### config.mk
export PLATFORM = sky130hd
export DESIGN_NAME = satclamp_unit
export DESIGN_NICKNAME = d
export VERILOG_FILES = /design/src/rtl/satclamp_pkg.sv /design/src/rtl/satclamp_fit.sv /design/src/rtl/satclamp_limits.sv /design/src/rtl/satclamp_unit.sv
export SDC_FILE = /design/constraint.sdc
export NUM_CORES = 1
export LEC_CHECK = 0
export ABC_AREA = 0
export BUFFER_PORTS_ARGS = -buffer_cell sky130_fd_sc_hd__buf_2
export CORE_MARGIN = 2
export CORE_UTILIZATION = 50
export DETAILED_ROUTE_END_ITERATION = 8
export PLACE_DENSITY = 0.85
export SLEW_MARGIN = 15
export SYNTH_ARGS = -nofsm -noshare
export SYNTH_HDL_FRONTEND = slang
export SYNTH_SLANG_ARGS = --single-unit
export TNS_END_PERCENT = 50
### constraint.sdc
create_clock -name clk_i -period 0.8 [get_ports clk_i]
set_input_delay 0.08 -clock clk_i [delete_from_list [all_inputs] [get_ports clk_i]]
set_output_delay 0.08 -clock clk_i [all_outputs]
set_load 0.02 [all_outputs]
### src/rtl/satclamp_pkg.sv
package satclamp_pkg;

    typedef enum logic {
        MODE_UNSIGNED = 1'b0,
        MODE_SIGNED   = 1'b1
    } sat_mode_e;

    // Width in bits of the lane selected by a width code.
    function automatic int unsigned lane_width(int unsigned min_w, int unsigned sel);
        return min_w << sel;
    endfunction

endpackage

### src/rtl/satclamp_fit.sv
// Per-width range test of the intermediate: does it fit unsigned / signed?
module satclamp_fit #(
    parameter int MIN_W  = 8,
    parameter int NUM_W  = 4,
    parameter int WIDE_W = 65
) (
    input  logic [WIDE_W-1:0] val_i,
    output logic [NUM_W-1:0]  fit_u_o,
    output logic [NUM_W-1:0]  fit_s_o
);
    for (genvar k = 0; k < NUM_W; k++) begin : g_lane
        localparam int W = int'(satclamp_pkg::lane_width(MIN_W, k));
        // Unsigned fit: everything from bit W upward is zero (covers sign too).
        assign fit_u_o[k] = (val_i[WIDE_W-1:W] == '0);
        // Signed fit: bits W-1 and up are all copies of one sign bit.
        assign fit_s_o[k] = (val_i[WIDE_W-1:W-1] == '0) || (&val_i[WIDE_W-1:W-1]);
    end
endmodule

### src/rtl/satclamp_limits.sv
// Lane mask and clamp bounds for the selected width and mode.
module satclamp_limits #(
    parameter int MIN_W = 8,
    parameter int NUM_W = 4,
    parameter int MAX_W = 64,
    parameter int SEL_W = 2
) (
    input  logic [SEL_W-1:0] sel_i,
    input  satclamp_pkg::sat_mode_e mode_i,
    output logic [MAX_W-1:0] mask_o,
    output logic [MAX_W-1:0] hi_o,
    output logic [MAX_W-1:0] lo_o
);
    logic [MAX_W-1:0] masks [NUM_W];

    for (genvar k = 0; k < NUM_W; k++) begin : g_mask
        localparam int W = int'(satclamp_pkg::lane_width(MIN_W, k));
        if (W == MAX_W) begin : g_full
            assign masks[k] = '1;
        end else begin : g_part
            assign masks[k] = {{(MAX_W-W){1'b0}}, {W{1'b1}}};
        end
    end

    always_comb begin
        mask_o = masks[sel_i];
        if (mode_i == satclamp_pkg::MODE_SIGNED) begin
            hi_o = mask_o >> 1;
            lo_o = mask_o ^ (mask_o >> 1);
        end else begin
            hi_o = mask_o;
            lo_o = '0;
        end
    end
endmodule

### src/rtl/satclamp_unit.sv
module satclamp_unit #(
    parameter int MIN_W   = 8,
    parameter int NUM_W   = 4,
    parameter bit REG_OUT = 1'b1,
    localparam int MAX_W  = MIN_W << (NUM_W - 1),
    localparam int WIDE_W = MAX_W + 1,
    localparam int SEL_W  = (NUM_W > 1) ? $clog2(NUM_W) : 1
) (
    input  logic              clk_i,
    input  logic              rst_ni,
    input  logic              sat_en_i,
    input  logic [WIDE_W-1:0] wide_i,
    input  logic              wide_ovf_i,
    input  logic [SEL_W-1:0]  width_sel_i,
    input  logic              signed_i,
    input  logic              rc_i,
    input  logic              oe_i,
    output logic [MAX_W-1:0]  elem_o,
    output logic              sat_flag_o,
    output logic              carry_undef_o,
    output logic              illegal_o
);
    typedef struct packed {
        logic [MAX_W-1:0] elem;
        logic             sat;
        logic             cu;
        logic             ill;
    } out_t;

    out_t out_d, out_q;

    logic [NUM_W-1:0] fit_u, fit_s;
    logic [MAX_W-1:0] mask, hi, lo;
    satclamp_pkg::sat_mode_e mode;

    assign mode = satclamp_pkg::sat_mode_e'(signed_i);

    satclamp_fit #(.MIN_W(MIN_W), .NUM_W(NUM_W), .WIDE_W(WIDE_W)) u_fit (
        .val_i   (wide_i),
        .fit_u_o (fit_u),
        .fit_s_o (fit_s)
    );

    satclamp_limits #(.MIN_W(MIN_W), .NUM_W(NUM_W), .MAX_W(MAX_W), .SEL_W(SEL_W)) u_lim (
        .sel_i  (width_sel_i),
        .mode_i (mode),
        .mask_o (mask),
        .hi_o   (hi),
        .lo_o   (lo)
    );

    always_comb begin
        logic neg;
        logic fits;
        logic in_range;
        out_d    = '0;
        neg      = wide_ovf_i ? ~wide_i[WIDE_W-1] : wide_i[WIDE_W-1];
        fits     = (mode == satclamp_pkg::MODE_SIGNED) ? fit_s[width_sel_i] : fit_u[width_sel_i];
        in_range = !wide_ovf_i && fits;
        if (sat_en_i) begin
            out_d.elem = in_range ? (wide_i[MAX_W-1:0] & mask) : (neg ? lo : hi);
            out_d.sat  = rc_i && !in_range;
            out_d.cu   = 1'b1;
            out_d.ill  = oe_i;
        end else begin
            out_d.elem = wide_i[MAX_W-1:0] & mask;
        end
    end

    if (REG_OUT) begin : g_reg
        always_ff @(posedge clk_i or negedge rst_ni) begin
            if (!rst_ni) out_q <= '0;
            else         out_q <= out_d;
        end
    end else begin : g_comb
        assign out_q = out_d;
    end

    assign elem_o        = out_q.elem;
    assign sat_flag_o    = out_q.sat;
    assign carry_undef_o = out_q.cu;
    assign illegal_o     = out_q.ill;
endmodule

==> impl_results.md, run 1 <==
* Status: complete, but fails checks
* Failing checks: setup timing
* Routability cong. at roughly 0.94
* Most common cell in the synthesized netlist: dfrtp_1
* Peak VDD IR at about 0.0015 V
* NumNets Final at a little over 600
* Post-DRT Antenna Nets at 0
* EDFF count, synth at 0
* Slew margin rel. at 61.3%
* Routed len/inst at 27.3 microns
* Routed vias at approximately 4,200
* Gr usage total at 40.2%
* CP Data Required Time at between 1 and 1.5 ns
* Final core utilization at between 90% and 100%
* Mux contribution to synthesized area at 3.97%
* Reg clk slew, reported paths at ~0.090 ns
* Vias in the first global route at approximately 3,800
* Synth Area in XOR/XNOR at under 10%
* Leading area contributor after synthesis: dfrtp_1
* CTS Buf Count at 9
* Post-Syn Area at 3000 sq um
* Fin. max-slew vios at 0
* Ys async rst share at between 90% and 100%
* RSZ-0062 raised after global routing: yes
* DIE HEIGHT at a little over 80 microns
* Port Buffers at between 100 and 150
* HP Class: input pin to flip-flop
* Synth Area in Adders at 0.835%
* Die Footprint at between 6000 and 7000 sq um
* Bufs on Longest Clock Path at 2
* Core Footprint at roughly 6000 sq um
* Top post-synthesis cells by area: dfrtp_1, o21ai_0, nand2_1
* Main combinational cell family by area after synthesis: simple AND/OR/NAND/NOR gates
* FP Rows at 28
* Initial Util at about half
* Final worst path period need at 2.32 ns
* # DRC at 0
* Max Fclk at 432 MHz
* CP bufs+invs at 5
* Area Overhead vs Synth at 82.5%
* Largest net degree at the start of global routing at 51
* Hold path cells at 3
* Share of the synthesized area in the top cell type at 55.9%
* I/O pins at 141
* Cell family with the largest share of critical-path delay: simple AND/OR/NAND/NOR gates
* First-pass GRT wire length at ~20,000 microns
* CTS tree: built
* Global route overflow at 0
* Pwr Density at 1830 nW/um^2
* Maximum fanout along the worst path at 6
* Simple-gate share of the synthesized area at 20.0%
* Worst-margin pin slew at 0.578 ns
* Yosys cell types at 39
* Synth Flop Type: dfrtp_1
* Die width at 81.4 microns
* Number of fill cells at approximately 170
* Final setup margin at -1.52 ns
* Worst Setup Start Kind: input pin
* Hpwl dp at 7020 microns
* Hold Startpoint: wide_i[21]
* MaxCap Viol Count at 0
* Layout cell share with drive strength beyond 1 at 58.3%
* Hold Path End: elem_o[21]
* Post-synthesis register bit count at between 60 and 70
* CTS Sinks at 67
* Crit path largest cell delay at 0.38 ns
* Final WL at around 17,000 microns
* Worst path slowest cell: nor4_4
* Crit-path most repeated cell: buf_4
* Cells after Synth at approximately 300
* Yosys warns at 0
* Number of H-tree levels at 3
* Mean Syn Cell Area at around 10 sq um
* Setup CP Type: input pin to flip-flop
* Part of the Yosys area used for sequential elements at 55.9%
* CP cell instances: buf_2 > buf_4 > nand4_1 > nor4_4 > nand3_2 > o2111ai_2 > nand4b_1 > buf_4 > o21a_4 > buf_6 > buf_16 > o21ai_4
* CP arrival at ~2.6 ns
* Initial antenna violation count at 1
* Area fraction in compound gates after synthesis at about 14%
* Syn Nets at ~380
* Final period utilization at 290%
* DR pass1 iterations at 8
* TNS Setup at -103.54 ns
* Top cells by count, synth: dfrtp_1, nand2_1, o21ai_0, clkbuf_1, nand4_1
* Final setup vio count at 132
* Clk root buf: clkbuf_8
* Number of DRC markers in iteration 0 at 720
* Final hold violations at 0
* P_leak at 2.73 nW
* Setup crit end kind: flip-flop
* Vias/cell at slightly below 7
==> where the power goes <==
group | total (mW) | internal [mW] | switching (mW)
logic | 2.70 | 1.14 | 1.56
clock network | 3.57 | 2.08 | 1.49
registers | 3.76 | 3.64 | 0.118
total | 10.0 | 6.86 | 3.16
==> sequential cells by signal (all words and copies together) (netlist names) <==
| register | count |
|---|---|
| elem_o | 64 |
| carry_undef_o | 1 |
| illegal_o | 1 |
| sat_flag_o | 1 |
==> routing by layer <==
metal / up-vias / GRT usage [%] / part of all wire [%]
li1: 1571 / - / -
met1: 1936 / 47.3 / 33
met2: 530 / 62.4 / 43
met3: 185 / 11.5 / 15
met4: 2 / 30.0 / 9.0
met5: - / 0 / 0.053
==> tightest hold or removal path: cells and delay by family <==
| family | cells | cell delay [ns] |
|---|---|---|
| buf+inv | 1 | 0.11 |
| simple gates | 1 | 0.06 |
| compound gates | 1 | 0.06 |
==> layout by cell type (no fill, tap or decap), types with 3 or more instances in the layout <==
cell type / instances
buf_2: 116
buf_4: 82
dfrtp_1: 67
nand2_1: 65
buf_6: 32
o21ai_2: 24
nand4_1: 17
o21ai_0: 15
o21ai_1: 12
dlygate4sd3_1: 12
clkbuf_8: 9
nor4_2: 6
nor2_1: 6
inv_1: 5
o21ai_4: 5
mux2_4: 5
buf_12: 5
nor4_4: 4
nor3_1: 3
nor4_1: 3
nand2b_1: 3
xnor2_1: 3
mux2_2: 3
bufinv_16: 3
==> kinds of logic after synthesis <==
family	after synthesis
fa+ha+maj	2
flops	67
xor+xnor	4
compound gates	72
buf+inv	24
simple gates	123
mux	9
==> through the flow <==
stage	hold WS [ns]	area, sq um	power, mW	cells	setup slack (ns)
6_report	0.00258	5470	10.0	625	-1.52
5_1_grt	0.00577	5470	10.2	624	-1.50
4_1_cts	0.000412	5130	9.36	621	-1.13
3_5_place_dp	0.0908	4350	5.68	579	-1.54
3_3_place_gp	0.0805	4350	5.62	579	-1.49
2_1_floorplan	-0.216	3000	4.62	301	-1.35
==> worst max path at each step <==
stage               cells after the start       start          to  slack (ns)
floorplan                               9   wide_i[9]   elem_o[3]       -1.35
global placement                        9   wide_i[9]   elem_o[7]       -1.49
detailed placement                      9   wide_i[9]  elem_o[39]       -1.54
CTS                                     9   wide_i[9]   elem_o[5]       -1.13
global route                           11  wide_i[59]  elem_o[11]       -1.50
finish                                 12  wide_i[53]  elem_o[43]       -1.52
==> cell type report <==
type | instances | area (sq um) | area share (%)
diodes | 1 | 2.50 | 0.0458
clock buffers | 10 | 128 | 2.33
clock inverters | 6 | 114 | 2.08
inverters | 5 | 18.8 | 0.343
multi-input cells | 210 | 1560 | 28.6
flip-flops and latches | 67 | 1680 | 30.7
well taps | 75 | 93.8 | 1.72
repair buffers | 251 | 1870 | 34.2
==> what timing repair did <==
item                                    4_1_cts  5_1_grt
cloned                                        5        1
hold buffers                                 12        0
pin swaps                                    12       13
hold endpoints to repair                     78        0
setup buffers                                 9        2
endpoints found under the setup margin      132      132
gates resized for setup                     105       71
(Power assumes the default switching activity.)
==> inputs of run 2 (changes only) <==
--- a/config.mk
+++ b/config.mk
@@ -7,10 +7,12 @@
 export LEC_CHECK = 0
 export ABC_AREA = 0
 export BUFFER_PORTS_ARGS = -buffer_cell sky130_fd_sc_hd__buf_2
+export CELL_PAD_IN_SITES_DETAIL_PLACEMENT = 2
+export CELL_PAD_IN_SITES_GLOBAL_PLACEMENT = 2
 export CORE_MARGIN = 2
-export CORE_UTILIZATION = 50
+export CORE_UTILIZATION = 29
 export DETAILED_ROUTE_END_ITERATION = 8
-export PLACE_DENSITY = 0.85
+export PLACE_DENSITY = 0.86
 export SLEW_MARGIN = 15
 export SYNTH_ARGS = -nofsm -noshare
 export SYNTH_HDL_FRONTEND = slang
==> run 2 against run 1 <==
  * The flow still finishes with violations (setup timing)
  * Worst hold slack got worse by 0.0021 ns
  * Setup slack improved by 0.13 ns
  * Sequential cell count stayed put
  * Utilization decreased by 41 points
  * Final cell count increased by 10%
  * Fmax grew 5.7%
  * Power shrank 9.7%
  * Global-route usage is 10 points lower
  * Critical endpoint is now elem_o[51]
  * Largest power group unchanged
  * Highest routed layer is now met4
==> impl_results.md, run 2 (same netlist as run 1, synthesis figures left out) <==
* Status: complete, but fails checks
* Failing checks: setup timing
* Post-DRT Antenna Nets at 0
* Comb pwr share at around 29%
* Most common cell after layout, fill and taps aside: buf_2
* Int Pwr at 5.98 mW
* Final Power at between 9 and 10 mW
* Reg clk slew, reported paths at ~0.08 ns
* Hold Startpoint: wide_i[23]
* Final hold violations at 0
* Setup CP Type: input pin to flip-flop
* Global route overflow at 0
* # DRC at 0
* Die Footprint at between 10,000 and 15,000 sq um
* HP Class: input pin to flip-flop
* Port Buffers at 140
* Initial antenna violation count at 4
* Setup crit end kind: flip-flop
* MaxCap Viol Count at 0
* Number of DRC markers in iteration 0 at ~160
* Met3 Usage GRT at between 4 and 5%
* Pwr Density at approximately 1700 nW/um^2
* Final period utilization at 274%
* Worst Setup Start Kind: input pin
* CTS Buf Count at 9
* Clock network fraction of design power at approximately 29%
* Area Overhead vs Synth at 79.0%
* CP cell instances: buf_2 > nor4_1 > nand4_1 > buf_4 > nor2_2 > buf_6 > a21oi_2 > o32a_4 > buf_6 > o2111ai_4 > buf_6 > o21ai_1
* Worst path slowest cell: nor4_1
* RSZ-0062 raised after global routing: yes
* Vias in the first global route at 4,073
* Pre-CTS setup slack at -1.74 ns
* DR pass1 iterations at 4
* Die width at ~110 microns
* Final worst path period need at ~2.2 ns
* Final WL at ~20,000 microns
* Routed vias at approximately 3,800
* Final core utilization at ~53%
* DIE HEIGHT at approximately 110 microns
* Routability cong. at 0.884
* Slew margin rel. at 62.7%
* Sequential share of power at 41.6%
* Crit path largest cell delay at roughly 0.35 ns
* Vias/cell at between 5 and 6
* CTS tree: built
* Worst-margin pin slew at around 0.56 ns
* Largest net degree at the start of global routing at 37
* I/O pins at between 100 and 150
* Number of H-tree levels at 3
* CTS Sinks at 67
* Commonest cells after routing, fill and taps aside: buf_2, buf_4, dfrtp_1
* Hold Path End: elem_o[23]
* Initial Util at 29.4%
* GRT Max-Usage Layer: met2
* Crit-path most repeated cell: buf_6
* Maximum fanout along the worst path at 7
* Hold path cells at 3
* Met2 Track Usage GR at 55.9%
* Routed len/inst at approximately 28 microns
* Gr usage total at 29.8%
* Fin. max-slew vios at 0
* Crit path launch: wide_i[40]
* NumNets Final at slightly above 600
* CP Data Required Time at 1.03 ns
* CP arrival at around 2.4 ns
* Bufs on Longest Clock Path at 2
* FP Rows at 37
* Final setup vio count at ~130
* GRT met1 Usage at around 32%
* Max reg flops at 64
* Sw frac at 33.9%
* First-pass GRT wire length at 24,600 microns
* Clk root buf: clkbuf_8
* Max Fclk at approximately 460 MHz
* P_leak at about 2.7 nW
* Switching pwr at between 3 and 4 mW
* Peak VDD IR at slightly above 0.001 V
* Hpwl dp at 9960 microns
* Final setup margin at -1.39 ns
* Core Footprint at 10,200 sq um
* Layout cell share with drive strength beyond 1 at a little under three fifths
run 2: changes by cell type in the layout (fill, tap and decap cells not counted), sizes merged:
cell	previous run	this run
o21a	1	2
dlygate4sd3	12	16
buf	238	237
bufinv	3	0
diode	1	4
clkinv	1	3
clkinvlp	2	0
run 2: layout make-up:
class	count	area, sq um
multi-input cells	211	1520
inverters	5	18.8
diodes	4	10.0
well taps	136	170
repair buffers	253	1800
fillers	1074	4820
clock buffers	11	151
flip-flops and latches	67	1680
clock inverters	3	15.0
run 2: repair_timing:
action | CTS | global route
gates cloned | 4 | 1
hold buffers | 15 | 1
hold endpoints to repair | 81 | 1
setup buffers | 2 | 11
pin swaps | 3 | 9
resized for setup | 87 | 69
setup endpoints to repair | 132 | 132
run 2: through the flow:
stage	instance area, sq um	TNS, ns	hold WS [ns]	std cells
final	5370	-95.50	0.000467	690
after global routing	5360	-107.40	-0.00623	689
after CTS	5020	-84.51	0.00104	674
after detailed placement	4440	-107.05	0.101	639
after global placement	4440	-101.36	0.0935	639
after floorplan	3000	-79.70	-0.216	301
run 2: per-layer routing:
metal | wire, microns | up-vias
li1 | - | 1583
met1 | 7420 | 1937
met2 | 10300 | 181
met3 | 853 | 70
met4 | 952 | 0
met5 | 0 | -
run 2: worst max path at each step:
stage                     cells past startpoint  slack, ns         end
after floorplan                               9      -1.35   elem_o[3]
after global placement                        9      -1.60  elem_o[14]
after detailed placement                     10      -1.74  elem_o[36]
after CTS                                    10      -1.18  elem_o[35]
after global routing                         12      -1.55  elem_o[17]
final                                        12      -1.39  elem_o[51]
run 2: power groups by stage:
stage | combinational (mW) | sequential (mW) | clock, mW
2_1_floorplan | 0.494 | 4.13 | 0
5_1_grt | 2.76 | 3.79 | 2.80
4_1_cts | 2.24 | 3.74 | 2.59
6_report | 2.64 | 3.77 | 2.64
3_5_place_dp | 1.99 | 3.80 | 0
3_3_place_gp | 1.88 | 3.78 | 0
run 2: worst max-delay path: cells and delay by family:
family                 cells  cell delay, ns
buffers and inverters      5            0.78
AO/OA/AOI/OAI              4            0.87
AND/OR/NAND/NOR            3            0.66
